### src/rtl/edid_seq_pkg.sv
package edid_seq_pkg;

    localparam int BLK_BYTES = 128;

    typedef enum logic [2:0] {
        ST_IDLE,
        ST_PWR_WAIT,
        ST_COPY,
        ST_FIXUP,
        ST_SERVE,
        ST_EXT,
        ST_ERROR
    } seq_state_t;

    // What the byte at the current copy index means.
    typedef struct packed {
        logic csum_pos;
        logic spa_pos;
        logic last;
    } byte_role_t;

    function automatic logic [7:0] spa_subst(input logic [7:0] b,
                                             input logic [3:0] port_no,
                                             input bit hi);
        return hi ? {port_no, b[3:0]} : {b[7:4], port_no};
    endfunction

endpackage

### src/rtl/edid_wait_timer.sv
module edid_wait_timer #(
    parameter int CYCLES = 25000
) (
    input  logic clk,
    input  logic rst,
    input  logic run,
    output logic expired
);
    localparam int CW = $clog2(CYCLES + 1);

    logic [CW-1:0] cnt;

    assign expired = (cnt == CW'(CYCLES - 1));

    always_ff @(posedge clk) begin
        if (rst || !run)
            cnt <= '0;
        else if (!expired)
            cnt <= cnt + 1'b1;
    end

    p_wait_bound_r2: assert property (@(posedge clk) disable iff (rst)
        run |-> (cnt < CW'(CYCLES)));

endmodule

### src/rtl/edid_block_sum.sv
module edid_block_sum (
    input  logic       clk,
    input  logic       rst,
    input  logic       clr,
    input  logic       add,
    input  logic [7:0] din,
    output logic [7:0] csum
);
    logic [7:0] sum;

    assign csum = 8'(8'd0 - sum);

    always_ff @(posedge clk) begin
        if (rst || clr)
            sum <= '0;
        else if (add)
            sum <= sum + din;
    end

    p_sum_clear_r4: assert property (@(posedge clk) disable iff (rst)
        clr |=> (sum == 8'd0));

endmodule

### src/rtl/edid_spa_gen.sv
module edid_spa_gen
    import edid_seq_pkg::*;
#(
    parameter int NUM_PORTS  = 4,
    parameter bit SPA_HI_NIB = 1'b1
) (
    input  logic                   clk,
    input  logic                   rst,
    input  logic                   cap,
    input  logic [7:0]             din,
    input  logic                   load,
    output logic [8*NUM_PORTS-1:0] spa_bytes
);
    logic [7:0]             raw_q;
    logic [8*NUM_PORTS-1:0] spa_nx;

    for (genvar p = 0; p < NUM_PORTS; p++) begin : g_port
        assign spa_nx[p*8 +: 8] = spa_subst(raw_q, 4'(p + 1), SPA_HI_NIB);
    end

    always_ff @(posedge clk) begin
        if (rst) begin
            raw_q     <= '0;
            spa_bytes <= '0;
        end else begin
            if (cap)
                raw_q <= din;
            if (load)
                spa_bytes <= spa_nx;
        end
    end

endmodule

### src/rtl/edid_startup_seq.sv
module edid_startup_seq
    import edid_seq_pkg::*;
#(
    parameter int CLK_MHZ    = 250,
    parameter int WAIT_US    = 100,
    parameter int NUM_BYTES  = 256,
    parameter int RD_TO      = 1024,
    parameter int NUM_PORTS  = 4,
    parameter int SPA_ADDR   = 160,
    parameter bit SPA_HI_NIB = 1'b1,
    localparam int AW        = $clog2(NUM_BYTES)
) (
    input  logic                   clk,
    input  logic                   rst,
    input  logic                   pwr_up,
    input  logic                   hp_event,
    input  logic                   restart_n,
    input  logic                   local_pwr,
    input  logic                   repl_en,
    input  logic                   mode_ext,
    output logic                   rd_req,
    output logic [AW-1:0]          rd_addr,
    input  logic                   rd_ack,
    input  logic                   rd_nack,
    input  logic [7:0]             rd_data,
    output logic                   sram_we,
    output logic [AW-1:0]          sram_addr,
    output logic [7:0]             sram_wdata,
    output logic [NUM_PORTS-1:0]   hpd,
    output logic [8*NUM_PORTS-1:0] spa_bytes,
    output logic                   done,
    output logic                   err
);
    localparam int WAIT_CYC = CLK_MHZ * WAIT_US;
    localparam int TOW      = $clog2(RD_TO + 1);

    seq_state_t    state, st_nx, st_tgt;
    logic [AW-1:0] idx;
    logic [TOW-1:0] to_cnt;
    logic          hp_seen;
    logic          restart, start_trig, expired, wr_fire;
    logic [7:0]    csum;
    byte_role_t    role;

    assign restart    = !restart_n && local_pwr;
    assign start_trig = pwr_up || (hp_event && !hp_seen);
    assign st_tgt     = mode_ext ? ST_EXT : ST_PWR_WAIT;

    assign role.csum_pos = ((32'(idx) % BLK_BYTES) == BLK_BYTES - 1);
    assign role.spa_pos  = (32'(idx) == 32'(SPA_ADDR));
    assign role.last     = (32'(idx) == 32'(NUM_BYTES - 1));

    assign wr_fire = (state == ST_COPY) && rd_ack && !rd_nack && repl_en && !restart;

    edid_wait_timer #(.CYCLES(WAIT_CYC)) i_wait (
        .clk     (clk),
        .rst     (rst),
        .run     ((state == ST_PWR_WAIT) && !restart),
        .expired (expired)
    );

    edid_block_sum i_sum (
        .clk  (clk),
        .rst  (rst),
        .clr  ((state != ST_COPY) || (wr_fire && role.csum_pos)),
        .add  (wr_fire && !role.csum_pos),
        .din  (rd_data),
        .csum (csum)
    );

    edid_spa_gen #(.NUM_PORTS(NUM_PORTS), .SPA_HI_NIB(SPA_HI_NIB)) i_spa (
        .clk       (clk),
        .rst       (rst),
        .cap       (wr_fire && role.spa_pos),
        .din       (rd_data),
        .load      (state == ST_FIXUP),
        .spa_bytes (spa_bytes)
    );

    always_comb begin
        st_nx = state;
        unique case (state)
            ST_IDLE:     if (start_trig) st_nx = st_tgt;
            ST_PWR_WAIT: if (expired) st_nx = ST_COPY;
            ST_COPY: begin
                if (rd_nack || (!rd_ack && to_cnt == TOW'(RD_TO - 1)))
                    st_nx = ST_ERROR;
                else if (rd_ack && role.last)
                    st_nx = ST_FIXUP;
            end
            ST_FIXUP:    st_nx = ST_SERVE;
            ST_EXT:      if (!mode_ext) st_nx = ST_SERVE;
            default:     st_nx = state;
        endcase
        if (restart)  st_nx = st_tgt;
        if (!repl_en) st_nx = ST_IDLE;
    end

    always_ff @(posedge clk) begin
        if (rst) begin
            state      <= ST_IDLE;
            idx        <= '0;
            to_cnt     <= '0;
            hp_seen    <= 1'b0;
            sram_we    <= 1'b0;
            sram_addr  <= '0;
            sram_wdata <= '0;
        end else begin
            state   <= st_nx;
            sram_we <= wr_fire;
            if (hp_event)
                hp_seen <= 1'b1;
            if (state != ST_COPY)
                idx <= '0;
            else if (wr_fire)
                idx <= idx + 1'b1;
            if (state != ST_COPY || rd_ack || rd_nack)
                to_cnt <= '0;
            else
                to_cnt <= to_cnt + 1'b1;
            if (wr_fire) begin
                sram_addr  <= idx;
                sram_wdata <= role.csum_pos ? csum : rd_data;
            end
        end
    end

    assign rd_req  = (state == ST_COPY);
    assign rd_addr = idx;
    assign done    = (state == ST_SERVE);
    assign err     = (state == ST_ERROR);
    assign hpd     = {NUM_PORTS{state == ST_SERVE}};

    p_hpd_low_on_write_r6: assert property (@(posedge clk) disable iff (rst)
        sram_we |-> (hpd == '0));

    p_disable_quiet_r7: assert property (@(posedge clk) disable iff (rst)
        !repl_en |=> (!rd_req && !sram_we && hpd == '0 && !done));

    p_restart_drops_hpd_r8: assert property (@(posedge clk) disable iff (rst)
        (!restart_n && local_pwr && repl_en) |=> (hpd == '0 && !done));

    p_unpowered_reset_ignored_r8: assert property (@(posedge clk) disable iff (rst)
        (!restart_n && !local_pwr && repl_en && done) |=> done);

    p_ext_no_read_r9: assert property (@(posedge clk) disable iff (rst)
        (state == ST_EXT && mode_ext && repl_en && !restart) |=> (!rd_req && hpd == '0));

    p_nack_error_r10: assert property (@(posedge clk) disable iff (rst)
        (rd_req && rd_nack && repl_en && !restart) |=> (err && hpd == '0));

    p_err_sticky_r11: assert property (@(posedge clk) disable iff (rst)
        (err && repl_en && !restart) |=> (err && !rd_req));

endmodule

### config.mk
export PLATFORM = sky130hd
export DESIGN_NAME = edid_startup_seq
export DESIGN_NICKNAME = d
export VERILOG_FILES = /design/src/rtl/edid_seq_pkg.sv /design/src/rtl/edid_wait_timer.sv /design/src/rtl/edid_block_sum.sv /design/src/rtl/edid_spa_gen.sv /design/src/rtl/edid_startup_seq.sv
export SDC_FILE = /design/constraint.sdc
export NUM_CORES = 1
export LEC_CHECK = 0
export ABC_AREA = 0
export BUFFER_PORTS_ARGS = -buffer_cell sky130_fd_sc_hd__buf_2
export CAP_MARGIN = 10
export CORE_ASPECT_RATIO = 0.8
export CORE_UTILIZATION = 57
export DETAILED_ROUTE_END_ITERATION = 8
export PLACE_DENSITY = 0.88
export SLEW_MARGIN = 10
export SYNTH_ARGS = -nofsm -noshare
export SYNTH_HDL_FRONTEND = slang
export SYNTH_SLANG_ARGS = --single-unit
### constraint.sdc
create_clock -name clk -period 3.45 [get_ports clk]
set_input_delay 0.1725 -clock clk [delete_from_list [all_inputs] [get_ports clk]]
set_output_delay 0.1725 -clock clk [all_outputs]
set_load 0.01 [all_outputs]
==> run_results.csv <==
group,metric,value,unit
logic_synthesis,synth.ff_latch_count,72,
setup_path,timing.critical_path.depth,5,
power,power_per_cell_area,406,nW/um^2
sta,final.period_utilization,80.6,%
outcome,run_status,"complete, no violations",
min_path,hold_path.startpoint,"hp_event",
placement,dp_cells,557,
logic_synthesis,synth-seq-area-share,39.3,%
cts,clock_path_buffers,2,
setup_path,critical_path_class,"reg2reg",
floorplan,floorplan.die.width,91.6,um
sta,slew_violations,0,
floorplan,coreArea,6070,um^2
min_path,hold_path_cells,3,
grt,wire_length_of_the_first_global_routing_pass,13100,um
sta,setup_tns,0,ps
logic_synthesis,synth-edff-count,0,
setup_path,reg2regPathDepth,5,
logic_synthesis,synth.top_cell.area_share,39.3,%
cells_and_area,n_antenna_cell,0,
setup_path,crit_path_max_delay_family,"simple AND/OR/NAND/NOR gates",
logic_synthesis,netlist.top_cell.by_area,"sky130_fd_sc_hd__dfxtp_1",
cts,clock_sink_count,72,
logic_synthesis,commonest_cells_post_synth,"sky130_fd_sc_hd__nor2_1 (74), sky130_fd_sc_hd__dfxtp_1 (72), sky130_fd_sc_hd__nand2_1 (50), sky130_fd_sc_hd__buf_4 (31), sky130_fd_sc_hd__a21oi_1 (21)",
setup_path,critPathMaxStageDelay,820,ps
power,vdd.ir_drop.worst,0.000214,V
routing,drtIter0Drc,162,
setup_path,timing.critical_path.cells,"or3b_4 -> or4_1 -> nor2_1 -> mux2i_1 -> nor2_1",
cts,clock_latency,350,ps
setup_path,timing.critical_path.slowest_stage_cell,"sky130_fd_sc_hd__or4_1",
cells_and_area,final_layout_size_suffix_gt1_share,19.3,%
cts,cts-resized-gates,0,
floorplan,dieArea,6750,um^2
setup_path,cp_data_required_time,3660,ps
setup_path,worst_ep_arrival_time,2990,ps
setup_path,setup.worst_path.end_class,"flip-flop",
floorplan,num_io_pins,82,
grt,first_global_vias,2778,
routing,drt-wirelength-per-cell,13.9,um
logic_synthesis,async_reset_ff_share,0,%
sta,count_of_endpoints_failing_setup_in_the_final_report,0,
grt,groute.usage.overall,24.9,%
placement,dp_slack,749,ps
routing,antenna_violating_nets_post_route,0,
sta,timing_hold_violations_final,0,
floorplan,starting_density_of_the_core,60.4,%
run,timing.max_cap.violations,0,
cells_and_area,nets_final,518,
setup_path,critPathLaunch,"state[1]",
logic_synthesis,syn_area_per_cell,8.23,um^2
setup_path,crit_fanout,15,
routing,num_vias,3112,
sta,clock.fmax,360,MHz
cts,tritoncts.num_buffers,9,
grt,grt_start_max_net_pins,32,
setup_path,reg2reg_setup_slack,670,ps
setup_path,timing.critical_path.mode_cell,"sky130_fd_sc_hd__nor2_1",
sta,minimum_setup_slack_in_the_final_design,668,ps
placement,place_congestion,0.841,
sta,setup_repair_after_global_routing_missed_its_margin,"no",
floorplan,std_cell_rows,25,
sta,worstMarginPinSlew,712,ps
floorplan,floorplan.die.height,73.7,um
routing,route.final.wire_length,7960,um
grt,grt_antenna_before_repair,0,
cells_and_area,layout-area-overhead-vs-synth,11.4,%
routing,drt_first_pass_iters,4,
sta,timing.max_slew.rel_slack,52.1,%
logic_synthesis,postSynth.topFlopCell,"sky130_fd_sc_hd__dfxtp_1",
placement,dp_hpwl,5630,um
logic_synthesis,post_synth_instance_area,3660,um^2
sta,finalHoldWorstSlack,55.2,ps
cts,clock_tree.root_cell,"sky130_fd_sc_hd__clkbuf_8",
grt,grt.overflow.total,0,
logic_synthesis,synthMostInstantiatedCell,"sky130_fd_sc_hd__nor2_1",
sta,fin_skew,6.28,ps
cts,htreeDepth,3,
cts,cts_post_setup_buffers_inserted,0,
cts,clk_pin_slew_worst_paths,70,ps
cts,tritoncts,"done",
placement,io_buffer_count,70,
min_path,hold_path.class,"in2reg",
logic_synthesis,synth.yosys.warnings,0,
logic_synthesis,yosys-top-cells-area,"sky130_fd_sc_hd__dfxtp_1 (39%), sky130_fd_sc_hd__nor2_1 (7.6%), sky130_fd_sc_hd__buf_4 (6.4%)",
setup_path,cp-start-kind,"flip-flop",
setup_path,timing.rr.start,"state[1]",
power,cellLeakagePower,1.71,nW
cells_and_area,layout.cells.non_filler,572,
logic_synthesis,ys_types,49,
setup_path,crit_buf_inv,0,
sta,final.min_clock_period,2780,ps
routing,drc,0,
cts,quantity_of_hold_fixing_buffers_added_after_cts,0,
logic_synthesis,syn_inst,445,
routing,post_drt_via_cell_ratio,5.44,
## where the power goes
group	switching (mW)	leakage, nW	total [mW]	internal, mW
sequential	0.00653	0.580	0.841	0.834
combinational	0.0490	1.02	0.0781	0.0291
clock	0.298	0.112	0.740	0.442
## cell usage in the layout, fill, tap and decap left out, types with 3 or more instances in the layout
cell type                  count
sky130_fd_sc_hd__a21oi_1      21
sky130_fd_sc_hd__a22oi_1       3
sky130_fd_sc_hd__a311oi_1      7
sky130_fd_sc_hd__and2_1        3
sky130_fd_sc_hd__and3_1        9
sky130_fd_sc_hd__buf_2        70
sky130_fd_sc_hd__buf_4         3
sky130_fd_sc_hd__clkbuf_8     11
sky130_fd_sc_hd__conb_1       11
sky130_fd_sc_hd__dfxtp_1      72
sky130_fd_sc_hd__ha_1         12
sky130_fd_sc_hd__inv_1        11
sky130_fd_sc_hd__mux2i_1       9
sky130_fd_sc_hd__nand2_1      50
sky130_fd_sc_hd__nand2b_1      3
sky130_fd_sc_hd__nand3_1      19
sky130_fd_sc_hd__nand4_1       3
sky130_fd_sc_hd__nor2_1       74
sky130_fd_sc_hd__nor2b_1       4
sky130_fd_sc_hd__nor3_1        7
sky130_fd_sc_hd__o21ai_0       8
sky130_fd_sc_hd__or3_1         3
sky130_fd_sc_hd__or4_1         4
sky130_fd_sc_hd__xnor2_1      17
sky130_fd_sc_hd__xor2_1       20
## logic make-up after synthesis
kind of cell    count (synthesis)  share of synthesized area (%)
buf+inv                        63                           9.87
xor+xnor                       37                           8.85
mux                             9                           2.46
other cells                     1                          0.102
compound gates                 53                           9.29
flops                          72                           39.3
fa+ha+maj                      13                           4.64
simple gates                  197                           25.4
## routing by layer
layer / vias to the layer above / wire, um / share of wire (%) / global-route usage (%)
met5: - / 0 / 0 / 0
met4: 0 / 112 / 1.4 / 8.29
met3: 11 / 511 / 6.4 / 7.25
met2: 108 / 3620 / 45 / 40.6
met1: 1442 / 3720 / 47 / 32.0
li1: 1551 / - / - / -
## layout make-up
type,instances,area (um^2)
Timing Repair Buffer,73,373
Clock buffer,12,155
Inverter,11,41.3
Fill cell,509,1990
Sequential cell,72,1440
Clock inverter,3,65.1
Multi-Input combinational cell,320,1900
Tap cell,81,101
## final timing paths
kind	to
hold reg to reg	to_cnt[0]
setup / recovery	i_spa.raw_q[0]
setup reg to reg	i_spa.raw_q[0]
hold / removal	hp_seen
## flip-flops by register name, summed over array words and instances (netlist names)
name,cells
i_wait.cnt,15
sram_we,1
hp_seen,1
to_cnt,11
sram_wdata,8
sram_addr,8
i_spa.raw_q,4
i_sum.sum,8
i_spa.spa_bytes,5
state,3
rd_addr,8
## metrics by stage
step / total power, mW / cell area (um^2) / utilization (%)
finish: 1.66 / 4080 / 67.3
global route: 1.72 / 4080 / 67.3
CTS: 1.66 / 4080 / 67.3
detailed placement: 0.936 / 3860 / 63.6
global placement: 0.933 / 3860 / 63.6
floorplan: 0.923 / 3700 / -
## worst reg2reg max path: stages, from the launching register on
cell and delay [ps]:
sky130_fd_sc_hd__dfxtp_1 540, sky130_fd_sc_hd__or3b_4 460, sky130_fd_sc_hd__or4_1 820, sky130_fd_sc_hd__nor2_1 480, sky130_fd_sc_hd__mux2i_1 280, sky130_fd_sc_hd__nor2_1 60
No activity file was read; power rests on OpenSTA's default activity.
